`config.mk`:
```
export PLATFORM = sky130hd
export DESIGN_NAME = pme_bank
export DESIGN_NICKNAME = d
export VERILOG_FILES = /design/src/rtl/pme_bank.sv
export SDC_FILE = /design/constraint.sdc
export NUM_CORES = 1
export LEC_CHECK = 0
export BUFFER_PORTS_ARGS = -buffer_cell sky130_fd_sc_hd__buf_2
export CORE_UTILIZATION = 40
export CTS_CLUSTER_DIAMETER = 80
export DETAILED_ROUTE_END_ITERATION = 16
export GPL_TIMING_DRIVEN = 0
export HOLD_SLACK_MARGIN = 0.08
export PLACE_DENSITY = 0.59
export SYNTH_ARGS = -nofsm -noshare
export SYNTH_HDL_FRONTEND = slang
export SYNTH_SLANG_ARGS = --single-unit
```
`constraint.sdc`:
```
create_clock -name clk -period 2.75 [get_ports clk]
set_input_delay 0.275 -clock clk [delete_from_list [all_inputs] [get_ports clk]]
set_output_delay 0.275 -clock clk [all_outputs]
set_load 0.05 [all_outputs]
```
`src/rtl/pme_bank.sv`:
```
module pme_bank #(
  parameter int N_LO = 8,
  parameter int N_HI = 4
) (
  input  logic                 clk,
  input  logic                 stby_rst_n,
  input  logic [N_LO+N_HI-1:0] wake_in,
  input  logic [3:0]           reg_addr,
  input  logic [7:0]           reg_wdata,
  input  logic                 reg_we,
  output logic [7:0]           reg_rdata,
  output logic                 pme_n
);
  localparam int N = N_LO + N_HI;
  localparam logic [3:0] A_GSTS   = 4'h0;
  localparam logic [3:0] A_GEN    = 4'h4;
  localparam logic [3:0] A_STS_LO = 4'h8;
  localparam logic [3:0] A_STS_HI = 4'h9;
  localparam logic [3:0] A_EN_LO  = 4'hA;
  localparam logic [3:0] A_EN_HI  = 4'hB;

  logic [N-1:0] s1, s2, s3;
  logic [N-1:0] edge_det, wake_sts, src_en, clr_sts;
  logic         gsts, gen, set_g, clr_g;

  wire wr_gsts   = reg_we && reg_addr == A_GSTS;
  wire wr_gen    = reg_we && reg_addr == A_GEN;
  wire wr_sts_lo = reg_we && reg_addr == A_STS_LO;
  wire wr_sts_hi = reg_we && reg_addr == A_STS_HI;
  wire wr_en_lo  = reg_we && reg_addr == A_EN_LO;
  wire wr_en_hi  = reg_we && reg_addr == A_EN_HI;

  assign edge_det = s2 & ~s3;
  assign clr_sts  = {wr_sts_hi ? reg_wdata[N_HI-1:0] : {N_HI{1'b0}},
                     wr_sts_lo ? reg_wdata[N_LO-1:0] : {N_LO{1'b0}}};
  assign set_g    = |(edge_det & src_en);
  assign clr_g    = wr_gsts && reg_wdata[0];
  assign pme_n    = ~(gsts & gen);

  always_ff @(posedge clk or negedge stby_rst_n) begin
    if (!stby_rst_n) begin
      s1 <= '0;
      s2 <= '0;
      s3 <= '0;
    end else begin
      s1 <= wake_in;
      s2 <= s1;
      s3 <= s2;
    end
  end

  always_ff @(posedge clk or negedge stby_rst_n) begin
    if (!stby_rst_n) begin
      wake_sts <= '0;
      src_en   <= '0;
      gsts     <= 1'b0;
      gen      <= 1'b0;
    end else begin
      wake_sts <= edge_det | (wake_sts & ~clr_sts);
      gsts     <= set_g | (gsts & ~clr_g);
      if (wr_gen)   gen <= reg_wdata[0];
      if (wr_en_lo) src_en[N_LO-1:0] <= reg_wdata[N_LO-1:0];
      if (wr_en_hi) src_en[N-1:N_LO] <= reg_wdata[N_HI-1:0];
    end
  end

  always_comb begin
    case (reg_addr)
      A_GSTS:   reg_rdata = {7'd0, gsts};
      A_GEN:    reg_rdata = {7'd0, gen};
      A_STS_LO: reg_rdata = 8'(wake_sts[N_LO-1:0]);
      A_STS_HI: reg_rdata = 8'(wake_sts[N-1:N_LO]);
      A_EN_LO:  reg_rdata = 8'(src_en[N_LO-1:0]);
      A_EN_HI:  reg_rdata = 8'(src_en[N-1:N_LO]);
      default:  reg_rdata = 8'd0;
    endcase
  end
endmodule

```
==> Word-level counts from Yosys, hierarchy flattened <==
Index checks and enable logic that the tools add are counted.
{ "totals": {"register_bits": 62, "latch_bits": 0, "wordCells": 36, "mem_bits_ro": 0, "mem_count": 0, "ram_bits": 0, "input_bits": 27} }
{ "classes": {"mul": 0, "n_div": 0, "bitwise_logic": 11, "n_shift": 0, "addsub": 0, "n_lt_le_gt_ge": 0, "reduce_logical": 9, "n_mux": 3, "eq_ne": 5} }
{ "ops": {"columns": ["cell", "n"], "rows": [
  ["8-bit case mux with 6 select lines", 1],
  ["12-bit bitwise AND", 3],
  ["12-bit NOT", 2],
  ["4-bit equality test, second input constant", 4],
  ["12-bit bitwise OR", 1],
  ["12-bit OR reduction", 1],
  ["8-bit two-way mux", 1],
  ["1-bit logical AND", 7],
  ["4-bit by 3-bit equality test with 1-bit output, second input constant", 1],
  ["4-bit logical NOT", 1],
  ["4-bit two-way mux", 1],
  ["1-bit bitwise AND", 2],
  ["1-bit NOT", 2],
  ["1-bit bitwise OR", 1]
]} }

==> Depth between registers and ports, before layout <==
{ "depth": {"word_depth": 6, "depth_mapped": 4, "depth_no_buf": 3} }

==> Worst setup path after synthesis <==
OpenSTA, ideal clock, no wires.
{ "synth_path": {"path_type": "in2out", "from": "input reg_addr[0]", "to": "output reg_rdata[3]", "arrival_time_ns": 1.526, "cell_stages": 3, "slack_ns": 0.949, "required_time_ns": 2.475, "cell_sequence": "clkbuf_1 -> mux4_2 -> nor2b_1"} }
{ "synth_via": {"elab_chain_len": 2, "word_cells_on_any_way": 7, "cone_classes": "eq/ne (5); mux (1); reduce/logical (1)"} }
{ "synth_lines": {"columns": ["element", "line", "rtl"], "rows": [
  ["start: declaration", "8", "input logic [3:0] reg_addr,"],
  ["4-bit equality test (tied with other cells)", "68", "case (reg_addr)"],
  ["8-bit case mux with 6 select lines (*)", "68", null],
  ["end: declaration", "11", "output logic [7:0] reg_rdata,"]
]} }
Mark *: on every way between the ends. The rest lies on a longest branch, timed or not.

==> Final worst setup path <==
Same ends and word-level chain as after synthesis.

==> results.toml <==
[route]
dr_total_vias = 1509
avgViaCountPerCell = 5.06
drt-initial-drc-count = 105
first_pass_iters = 4
final_antenna_net_count = 0
wl_per_cell_um = 14.9
drc = 0
wirelength_um = 4450

[finish]
area_delta_synth_final_pct = 27.5
nNetsFinal = 248
seqCellArea_um2 = 1550
n_antenna_cell = 0
multi_input_area_um2 = 693
layout_commonest_cell = "dfrtp_1"
layout-drive-gt1-share = 0.305
fill_cells = 486
final_cell_mix = "62 x dfrtp_1, 35 x buf_2, 14 x inv_1"

[grt]
grt_pass1_wl_um = 7480
grtUsageMet1 = 0.227
grt_pass1_vias = 1527
antenna_found_initial = 0
grt_overflow = 0
grt_max_degree = 63
grt_util_met3 = 0.0349
track_usage = 0.166
gr-usage-met2 = 0.250
grt-busiest-layer = "met2"

[floorplan]
die_y_um = 78.1
pin_count = 36
rows = 27
start_util = 0.418
die-area_um2 = 6090
die_w_um = 78.1
core_area_um2 = 5540

[placed_design]
port_buffers = 35
dp_hpwl_um = 2990
gp_congestion = 0.757
pre_cts_ws_ns = 0.808

[worst_setup_path]
slowest_delay_ns = 0.57
r2r-end = "gsts"
critPathKind = "input pin to output pin"
arrival_ns = 1.67
critPathLaunch = "reg_addr[0]"
cp_max_fo = 10
r2r_cells = 3
timing.rr.start = "s2[5]"
reg2reg_slack_ns = 1.43
cp-endpoint = "reg_rdata[3]"
cp-end-kind = "output pin"
path_cells = "buf_2 > clkbuf_1 > mux4_2 > nor2b_1 > buf_2"
cp.required_ns = 2.48
slowest_stage = "mux4_2"
timing.critical_path.mode_cell = "buf_2"
crit_path_start_kind = "input pin"

[sta]
worst_pin_slew_ns = 0.746
finalCritPeriodShare = 0.707
finalHoldViolations = 0
max_slew_margin = 0.501
fin_crit_ns = 1.94
setup_viol = 0
rsz0062_at_grt = "no"
final.setup.worst_slack_ns = 0.805
maxSlewViolCount = 0
worst_clock_skew_ns = 0.00470
fmax_mhz = 514
whs_ns = 0.198
setup_tns_ns = 0

[yosys]
synthXorXnorAreaFrac = 0
netlist_area_um2 = 2310
synth.top_cell.area_share = 0.671
synth.area.mux_share = 0.121
synthAdderAreaFrac = 0
synth.net_count = 189
synth_top_area_cell = "dfrtp_1"
synth_top_family_by_area = "simple AND/OR/NAND/NOR gates"
synth_cell_types = 26
synth_seq_cells = 62
synth_area_per_cell_um2 = 14.3
yosys_warnings = 0
synthCells = 162
synthSimpleGateAreaFrac = 0.121
synth-compound-area-share = 0.0584
synth.area.top_cells = "dfrtp_1 67%, mux2_2 5.8%, a22o_1 4.5%"
yosysSeqAreaShare = 0.671

[cts]
clock_latency_ns = 0.33
clkSinkCount = 62
numCtsBuffers = 9
cts_tree = "yes"
cts.path.max_buffers = 2
htree_levels = 3
post-cts-setup-buffers = 0
clk_transition_reported_paths_ns = 0.06
cts.root.buffer_cell = "clkbuf_8"
cts_resized = 0

[power_and_ir_drop]
p_per_area_nw_per_um2 = 749
vdd_drop_max_mv = 0.450
power.leakage_nw = 1.36
power.total_mw = 2.21

[hold_path]
hold_class = "input pin to flop"
hold_start = "reg_wdata[6]"

[outcome]
status = "complete, no violations"

[flow_run]
drv_cap = 0
-- cell families after synthesis --
family	count (synthesis)
AO/OA/AOI/OAI	16
buffers and inverters	18
flip-flops	62
multiplexers	21
AND/OR/NAND/NOR	45
-- cell usage after synthesis, drive strengths merged --
cell and n:
a22o 12, o31a 1, mux4 4, nand3 13, dfrtp 62, and3b 2
nand2 1, nand4 3, nand2b 1, or4b 1, mux2 12, nor2b 4
a31o 1, nor4 1, mux2i 5, buf 2, nand3b 12, o31ai 1
nor2 5, inv 14, clkbuf 2, or2 1, o21ai 1, or4 1
-- cell type report --
type,instances,share of cell area
plain buffers,4,0.00552
clock buffers,10,0.0433
clock inverters,6,0.0373
inverters,14,0.0178
multi-input cells,82,0.235
flip-flops and latches,62,0.526
well taps,72,0.0305
repair buffers,48,0.104
-- repair_timing --
item,in CTS,in global routing
hold endpoints to repair,12,9
endpoints found under the setup margin,0,0
hold buffers,12,1
-- report_power, final --
part           leakage [nW]  switching (mW)  internal (mW)
clock network         0.112           0.338          0.600
logic                 0.551           0.120          0.109
registers             0.697          0.0506          0.991
total                  1.36           0.508           1.70
-- sequential cells by signal, indices dropped and copies added (netlist names) --
signal	count
gen	1
gsts	1
src_en	12
s3	12
s1	12
wake_sts	12
s2	12
-- metal layers --
metal	wire [um]	vias up
met3	263	8
met5	0	-
met4	76	0
li1	-	698
met1	1990	759
met2	2120	44
-- worst max-delay path, delay by kind of cell --
kind	cells	cell delay, ns
buf+inv	3	0.69
mux	1	0.57
simple gates	1	0.14
-- worst min-delay path by stage --
stage                     end  slack, ns  depth (start not counted)
detailed placement      s2[7]       0.33                          0
CTS                 src_en[6]       0.18                          2
floorplan                 gen      -0.02                          0
global placement        s2[8]       0.33                          0
global route        src_en[5]       0.19                          2
finish              src_en[6]       0.20                          2
-- through the flow --
| step | utilization | instance area [um2] | cells |
|---|---|---|---|
| finish | 0.532 | 2950 | 298 |
| global route | 0.532 | 2950 | 298 |
| CTS | 0.530 | 2940 | 297 |
| detailed placement | 0.465 | 2580 | 269 |
| global placement | 0.465 | 2580 | 269 |
| floorplan | - | 2310 | 162 |
Note: power is estimated with default switching activity, not from simulation.
